`src/rtl/x2pre_pkg.sv`:
```
package x2pre_pkg;
  localparam int REG_W      = 8;
  localparam int NUM_PERIPH = 4;
  localparam int NUM_TICK   = NUM_PERIPH + 1;

  // register 0 field positions
  localparam int POS_X2  = 0;
  localparam int POS_T0  = 1;
  localparam int POS_T1  = 2;
  localparam int POS_ARR = 5;
  // register 1 field position
  localparam int POS_SPI = 0;

  // index of each consumer in the peripheral slow-select vector
  typedef enum int {
    IDX_T0  = 0,
    IDX_T1  = 1,
    IDX_ARR = 2,
    IDX_SPI = 3
  } periph_idx_e;
endpackage

```
`src/rtl/x2pre_phase.sv`:
```
module x2pre_phase (
  input  logic clk,
  input  logic rst_n,
  output logic slow_phase
);
  logic ph_q;
  logic ph_d;

  always_comb begin
    ph_d = ~ph_q;
  end

  always_ff @(posedge clk or negedge rst_n) begin
    if (!rst_n) ph_q <= 1'b0;
    else        ph_q <= ph_d;
  end

  assign slow_phase = ph_q;
endmodule

```
`src/rtl/x2pre_mode_sync.sv`:
```
module x2pre_mode_sync (
  input  logic clk,
  input  logic rst_n,
  input  logic slow_phase,
  input  logic x2_req,
  output logic x2_eff
);
  logic eff_q;
  logic eff_d;

  // mode change accepted only where the divided clock rises
  always_comb begin
    eff_d = eff_q;
    if (slow_phase) eff_d = x2_req;
  end

  always_ff @(posedge clk or negedge rst_n) begin
    if (!rst_n) eff_q <= 1'b0;
    else        eff_q <= eff_d;
  end

  assign x2_eff = eff_q;
endmodule

```
`src/rtl/x2pre_tick_sel.sv`:
```
module x2pre_tick_sel #(
  parameter int N = 5
) (
  input  logic         slow_phase,
  input  logic         x2_eff,
  input  logic [N-1:0] slow_sel,
  output logic [N-1:0] tick
);
  for (genvar i = 0; i < N; i++) begin : g_tick
    assign tick[i] = slow_phase | (x2_eff & ~slow_sel[i]);
  end
endmodule

```
`src/rtl/x2pre_regs.sv`:
```
module x2pre_regs
  import x2pre_pkg::*;
(
  input  logic                  clk,
  input  logic                  rst_n,
  input  logic                  wr,
  input  logic                  addr,
  input  logic [REG_W-1:0]      wdata,
  output logic [REG_W-1:0]      rdata,
  output logic                  x2_req,
  output logic [NUM_PERIPH-1:0] per_slow
);
  logic                  x2_q, x2_d;
  logic [NUM_PERIPH-1:0] slow_q, slow_d;

  always_comb begin
    x2_d   = x2_q;
    slow_d = slow_q;
    if (wr && !addr) begin
      x2_d            = wdata[POS_X2];
      slow_d[IDX_T0]  = wdata[POS_T0];
      slow_d[IDX_T1]  = wdata[POS_T1];
      slow_d[IDX_ARR] = wdata[POS_ARR];
    end
    if (wr && addr) begin
      slow_d[IDX_SPI] = wdata[POS_SPI];
    end
  end

  always_ff @(posedge clk or negedge rst_n) begin
    if (!rst_n) begin
      x2_q   <= 1'b0;
      slow_q <= '0;
    end else begin
      x2_q   <= x2_d;
      slow_q <= slow_d;
    end
  end

  always_comb begin
    rdata = '0;
    if (!addr) begin
      rdata[POS_X2]  = x2_q;
      rdata[POS_T0]  = slow_q[IDX_T0];
      rdata[POS_T1]  = slow_q[IDX_T1];
      rdata[POS_ARR] = slow_q[IDX_ARR];
    end else begin
      rdata[POS_SPI] = slow_q[IDX_SPI];
    end
  end

  assign x2_req   = x2_q;
  assign per_slow = slow_q;
endmodule

```
`src/rtl/x2_clk_prescaler.sv`:
```
module x2_clk_prescaler
  import x2pre_pkg::*;
(
  input  logic             clk,
  input  logic             rst_n,
  input  logic             cfg_wr,
  input  logic             cfg_addr,
  input  logic [REG_W-1:0] cfg_wdata,
  output logic [REG_W-1:0] cfg_rdata,
  output logic             cpu_tick,
  output logic             tmr0_tick,
  output logic             tmr1_tick,
  output logic             arr_tick,
  output logic             spi_tick
);
  logic                  rst_meta_q, rst_sync_q;
  logic                  slow_phase;
  logic                  x2_req;
  logic                  x2_eff;
  logic [NUM_PERIPH-1:0] per_slow;
  logic [NUM_TICK-1:0]   slow_sel;
  logic [NUM_TICK-1:0]   tick;

  // asynchronous assertion, synchronous release
  always_ff @(posedge clk or negedge rst_n) begin
    if (!rst_n) begin
      rst_meta_q <= 1'b0;
      rst_sync_q <= 1'b0;
    end else begin
      rst_meta_q <= 1'b1;
      rst_sync_q <= rst_meta_q;
    end
  end

  x2pre_regs u_regs (
    .clk      (clk),
    .rst_n    (rst_sync_q),
    .wr       (cfg_wr),
    .addr     (cfg_addr),
    .wdata    (cfg_wdata),
    .rdata    (cfg_rdata),
    .x2_req   (x2_req),
    .per_slow (per_slow)
  );

  x2pre_phase u_phase (
    .clk        (clk),
    .rst_n      (rst_sync_q),
    .slow_phase (slow_phase)
  );

  x2pre_mode_sync u_mode (
    .clk        (clk),
    .rst_n      (rst_sync_q),
    .slow_phase (slow_phase),
    .x2_req     (x2_req),
    .x2_eff     (x2_eff)
  );

  // index 0 is the CPU, which never selects the halved rate
  assign slow_sel = {per_slow, 1'b0};

  x2pre_tick_sel #(.N(NUM_TICK)) u_sel (
    .slow_phase (slow_phase),
    .x2_eff     (x2_eff),
    .slow_sel   (slow_sel),
    .tick       (tick)
  );

  assign cpu_tick  = tick[0];
  assign tmr0_tick = tick[1 + IDX_T0];
  assign tmr1_tick = tick[1 + IDX_T1];
  assign arr_tick  = tick[1 + IDX_ARR];
  assign spi_tick  = tick[1 + IDX_SPI];
endmodule

```
`config.mk`:
```
export PLATFORM = sky130hd
export DESIGN_NAME = x2_clk_prescaler
export DESIGN_NICKNAME = d
export VERILOG_FILES = /design/src/rtl/x2pre_pkg.sv /design/src/rtl/x2pre_phase.sv /design/src/rtl/x2pre_mode_sync.sv /design/src/rtl/x2pre_tick_sel.sv /design/src/rtl/x2pre_regs.sv /design/src/rtl/x2_clk_prescaler.sv
export SDC_FILE = /design/constraint.sdc
export NUM_CORES = 1
export LEC_CHECK = 0
export ABC_AREA = 0
export BUFFER_PORTS_ARGS = -buffer_cell sky130_fd_sc_hd__buf_2
export CAP_MARGIN = 25
export CORE_AREA = 5 5 42 44
export CTS_BUF_LIST = sky130_fd_sc_hd__clkbuf_2
export CTS_CLUSTER_DIAMETER = 80
export DETAILED_ROUTE_END_ITERATION = 10
export DIE_AREA = 0 0 47 49
export PLACE_DENSITY = 0.59
export SLEW_MARGIN = 20
export SYNTH_ARGS = -nofsm -noshare
export SYNTH_HDL_FRONTEND = slang
export SYNTH_SLANG_ARGS = --single-unit
```
`constraint.sdc`:
```
create_clock -name clk -period 1.1 [get_ports clk]
set_clock_uncertainty 0.2 [all_clocks]
set_input_delay 0.165 -clock clk [delete_from_list [all_inputs] [get_ports clk]]
set_output_delay 0.165 -clock clk [all_outputs]
set_load 0.02 [all_outputs]
```
==> results of run 1 <==
## per-layer routing
metal,track usage,up-vias,routed length (µm)
met5,0,-,0
met4,0.0553,0,0
met3,0.0258,0,91
met2,0.127,13,456
met1,0.117,152,361
li1,-,160,-
## critical path: stages, from the launching register on
cell and delay (ps):
dfrtp_1 410, mux2_4 270, buf_6 130
## area by class of cell
cell class,count,share of cell area
flip-flops and latches,9,0.346
multi-input cells,23,0.302
repair buffers,22,0.267
clock buffers,4,0.0308
well taps,16,0.0308
inverters,4,0.0231
## state kept, by name, summed over array words and instances, names as in the netlist
signal / cells
rst_meta_q: 1
rst_sync_q: 1
u_mode.x2_eff: 1
u_phase.slow_phase: 1
u_regs.per_slow: 4
u_regs.x2_req: 1
## final timing paths
kind / to / depth (start not counted)
min: u_regs.x2_req$_DFFE_PN0P_ / 0
max in group asynchronous: u_phase.slow_phase$_DFF_PN0_ / 0
max: cfg_rdata[0] / 2
min reg2reg: u_regs.x2_req$_DFFE_PN0P_ / 0
min in group clk: u_regs.per_slow[2]$_DFFE_PN0P_ / 2
max reg2reg: u_regs.per_slow[0]$_DFFE_PN0P_ / 2
## power groups by stage
stage	logic [W]	registers, W	clock network [W]
5_1_grt	0.000350	0.000406	0.000238
3_3_place_gp	0.000235	0.000400	0
6_report	0.000326	0.000400	0.000210
3_5_place_dp	0.000236	0.000402	0
4_1_cts	0.000286	0.000398	0.000220
2_1_floorplan	0.000170	0.000392	0
## stage by stage
stage	total power (W)	utilization
floorplan	0.000562	-
global placement	0.000635	0.381
detailed placement	0.000638	0.381
CTS	0.000905	0.429
global route	0.000994	0.464
finish	0.000936	0.464
## logic make-up after synthesis
group,after synthesis,share of synthesized area
flops,9,0.523
compound gates,5,0.0581
simple gates,7,0.0959
mux,6,0.201
buf+inv,8,0.105
other cells,2,0.0174
## repair_timing
item,in CTS,in global routing
buffers inserted,0,2
endpoints found under the hold margin,14,12
pin swaps,3,1
gates cloned,0,0
resized for setup,18,11
setup endpoints to repair,9,10
## layout by cell type, fill, tap and decap left out, types with 2 or more instances in the layout
cell type  n
nand2_1    2
buf_2      8
clkbuf_2   4
o21ai_2    3
conb_1     5
dfrtp_1    9
mux2_4     6
buf_4      6
inv_2      3
buf_6      7
==> results.cfg, run 1 <==
[power_and_ir_drop]
p_int_w = 0.000638
p_leak_nw = 0.349
power_density_nw_per_um2 = 1440
peakVddDrop_mv = 0.678
switchingPower_w = 0.000298
seqPwrFrac = 0.428
power_frac_clock = 0.224
swShare = 0.319
combPwrFrac = 0.348

[finish]
ff_latch_area_um2 = 225
drive_above_1_share = 0.661
diodes = 0
area_growth_syn_to_layout_pct = 51.2
design_area_um2 = 651
instances_no_fill = 78
fillCellCount = 138
multi_input_area_um2 = 196
nets = 75

[setup_path]
timing.critical_path.arrival_ps = 1050
cp-end-kind = output pin
crit_type = reg2out
timing.rr.start = u_regs.per_slow[0]$_DFFE_PN0P_
startpoint = u_regs.per_slow[3]$_DFFE_PN0P_
r2r_slack_ps = -20
required_ps = 730
crit_path_start_kind = flop
path_max_fanout = 3

[status]
status = finished, violations left
violations = negative hold slack, negative setup slack

[synth]
ys_async_sr_fraction = 1.00
ys_seq_elements = 9
synthTopCellsByArea = dfrtp_1, mux2_4, buf_4
yosysMostFrequentCell = dfrtp_1
syn_area_per_cell_um2 = 11.6
synth_largest_area_cell = dfrtp_1
synth_common_cells = dfrtp_1, mux2_4, o21ai_0
syn_inst = 37
synth_seq_area_share = 0.523
ys.flop_type = dfrtp_1
syn_area_um2 = 430
synth_cell_types = 11
synth_top_area_frac = 0.523
synth_edf_count = 0
yosysWarnings = 0

[clocking]
clk_pin_slew_ps = 90
clock_path_buffers = 2
cts_root_buf = clkbuf_2
cts_buffers = 3
cts_sinks = 9
clk_latency_ps = 240
htree_num_levels = 1
ctsHoldBuffers = 1
cts_tree = yes

[grt]
antenna_found_initial = 0
grt_use_total = 0.0902
grt_pass1_wl_mm = 1.48
grt_max_degree = 8
grt_pass1_vias = 337
overflow = 0

[placed_design]
dp.cells = 71
port_buffers = 16
placed_cell_area_um2 = 534
place_congestion = 0.655
dp_hpwl_um = 651
pre_cts_ws_ps = -72.0

[floorplan]
die_h_um = 49
core_um2 = 1400
die_w_um = 47
rows = 14
die_area_um2 = 2300
io_pins = 25
initial_utilization = 0.307

[sta]
slew_viol_final = 0
final-hold-violation-count = 12
tns_ps = -2130
rsz0062_at_grt = yes
finalSetupViolations = 10
timing.hold.ws_ps = -83.8
fin_ws_ps = -317
period_share = 1.29
period_minus_slack_ps = 1420
maxClockFrequency_mhz = 706

[detailed_routing]
drc = 0
num_vias = 325
first_iter_violations = 0
ant_nets = 0
wl_um = 909
wl_per_cell_um = 11.7
drt-pass1-iter-count = 1
avgViaCountPerCell = 4.17

[job]
cap_viol_max_count = 0

[hold_path]
min_path_type = reg2async
Note: power is estimated with default switching activity, not from simulation.
==> inputs of run 2 (changes only) <==
--- a/config.mk
+++ b/config.mk
@@ -5,7 +5,7 @@
 export SDC_FILE = /design/constraint.sdc
 export NUM_CORES = 1
 export LEC_CHECK = 0
-export ABC_AREA = 0
+export ABC_AREA = 1
 export BUFFER_PORTS_ARGS = -buffer_cell sky130_fd_sc_hd__buf_2
 export CAP_MARGIN = 25
 export CORE_AREA = 5 5 42 44
@@ -13,7 +13,7 @@
 export CTS_CLUSTER_DIAMETER = 80
 export DETAILED_ROUTE_END_ITERATION = 10
 export DIE_AREA = 0 0 47 49
-export PLACE_DENSITY = 0.59
+export PLACE_DENSITY = 0.58
 export SLEW_MARGIN = 20
 export SYNTH_ARGS = -nofsm -noshare
 export SYNTH_HDL_FRONTEND = slang
==> results.cfg, run 2 <==
[status]
status = finished, violations left
violations = negative hold slack, negative setup slack

[grt]
grt_max_degree = 8
grt_pass1_wl_mm = 1.55
antenna_found_initial = 0
overflow = 0
grt_pass1_vias = 388
grt_use_total = 0.0981

[detailed_routing]
num_vias = 382
drt-pass1-iter-count = 6
ant_nets = 0
drc = 0
wl_per_cell_um = 10.0
first_iter_violations = 4
wl_um = 930
avgViaCountPerCell = 4.11

[clocking]
cts_sinks = 9
cts_root_buf = clkbuf_2
clock_path_buffers = 2
cts_buffers = 3
clk_pin_slew_ps = 90
clk_latency_ps = 240
ctsHoldBuffers = 5
htree_num_levels = 1
cts_tree = yes

[power_and_ir_drop]
p_int_w = 0.000556
swShare = 0.323
combPwrFrac = 0.279
switchingPower_w = 0.000265
power_frac_clock = 0.250
power_density_nw_per_um2 = 1350
p_leak_nw = 0.352
peakVddDrop_mv = 0.639
seqPwrFrac = 0.470
total_power_w = 0.000822

[sta]
fin_ws_ps = -219
period_share = 1.20
finalSetupViolations = 9
tns_ps = -1680
rsz0062_at_grt = yes
timing.hold.ws_ps = -87.5
maxClockFrequency_mhz = 758
slew_viol_final = 0
period_minus_slack_ps = 1320
final-hold-violation-count = 7

[synth]
synthTopCellsByArea = dfrtp_1, nand2_1, buf_4
synth_edf_count = 0
yosysWarnings = 0
syn_area_per_cell_um2 = 8.19
ys_async_sr_fraction = 1.00
synth_largest_area_cell = dfrtp_1
yosysMostFrequentCell = nand2_1
synth_top_area_frac = 0.539
synth_common_cells = nand2_1, dfrtp_1, inv_1, nand3_1, o21ai_0
syn_area_um2 = 418
synth_seq_area_share = 0.539
syn_inst = 51
ys.flop_type = dfrtp_1
ys_seq_elements = 9
synth_cell_types = 10

[setup_path]
crit_path_start_kind = flop
crit_type = reg2out
cp-end-kind = output pin
required_ps = 730
path_max_fanout = 6
timing.critical_path.arrival_ps = 950

[finish]
area_growth_syn_to_layout_pct = 45.8
diodes = 0
drive_above_1_share = 0.338
fillCellCount = 154
final_common_cell = nand2_1
nets = 90
layout_common_cells = nand2_1, buf_2, dfrtp_1, buf_4
largest_register_ff_count = 4

[floorplan]
core_um2 = 1400
die_h_um = 49
die_w_um = 47
io_pins = 25
initial_utilization = 0.298
die_area_um2 = 2300
rows = 14

[hold_path]
min_path_type = reg2async

[job]
cap_viol_max_count = 0

[placed_design]
port_buffers = 16
place_congestion = 0.780
dp_hpwl_um = 705
run 2: changes by cell type after synthesis, sizes merged:
cell and delta:
and2b -1, inv +2, mux2 -6, nand2 +14, nand3 +5, nor2 +1, nor2b -1
run 2: critical path: stages (launching register included):
cell     delay [ps]
dfrtp_1         400
inv_2            90
o21ai_1          70
buf_2           160
run 2: cells by family (layout without fill, tap and decap cells):
kind of cell,Yosys count,in the layout,synth area share
AO/OA/AOI/OAI,5,5,0.0599
AND/OR/NAND/NOR,25,25,0.257
buffers and inverters,10,33,0.126
flip-flops,9,9,0.539
other,2,5,0.0180
run 2: per-stage QoR:
stage	setup WS (ps)	instances	area, µm²	util
finish	-219	93	609	0.435
global route	-317	93	609	0.435
CTS	-245	93	609	0.435
detailed placement	-3.44	83	507	0.362
global placement	5.83	83	507	0.362
floorplan	24.7	54	429	-
run 2: final timing paths:
kind	startpoint	endpoint	slack, ps	cells past startpoint
min in group clk	cfg_addr	u_regs.per_slow[3]$_DFFE_PN0P_	30	3
hold reg to reg	rst_sync_q$_DFF_PN0_	u_phase.slow_phase$_DFF_PN0_	-90	0
hold / removal	rst_sync_q$_DFF_PN0_	u_phase.slow_phase$_DFF_PN0_	-90	0
setup / recovery	u_phase.slow_phase$_DFF_PN0_	arr_tick	-220	3
setup reg to reg	u_phase.slow_phase$_DFF_PN0_	u_mode.x2_eff$_DFFE_PN0P_	140	3
max in group asynchronous	rst_sync_q$_DFF_PN0_	u_regs.per_slow[2]$_DFFE_PN0P_	550	0
run 2: what timing repair did:
action | 4_1_cts | 5_1_grt
pin swaps | 2 | 0
hold endpoints to repair | 14 | 7
setup endpoints to repair | 9 | 9
gates resized for setup | 11 | 0
setup buffers | 1 | 0
run 2: routing by layer:
metal	vias up	share of wire	track usage	routed length, µm
li1	201	-	-	-
met1	167	0.41	0.102	383
met2	12	0.50	0.154	469
met3	2	0.072	0.0369	67
met4	0	0.011	0.0691	10
met5	-	0	0	0
run 2: area by class of cell:
| class | count | area, µm² | share of cell area |
|---|---|---|---|
| Inverter | 6 | 22.5 | 0.0370 |
| Multi-Input combinational cell | 35 | 151 | 0.248 |
| Sequential cell | 9 | 225 | 0.370 |
| Timing Repair Buffer | 23 | 170 | 0.279 |
| Tap cell | 16 | 20.0 | 0.0329 |
| Clock buffer | 4 | 20.0 | 0.0329 |
run 2: power by group through the flow:
stage | Combinational [W] | Sequential, W | Clock, W
2_1_floorplan | 0.000131 | 0.000387 | 0
6_report | 0.000230 | 0.000387 | 0.000206
4_1_cts | 0.000232 | 0.000387 | 0.000218
5_1_grt | 0.000250 | 0.000392 | 0.000243
3_5_place_dp | 0.000185 | 0.000395 | 0
3_3_place_gp | 0.000182 | 0.000394 | 0
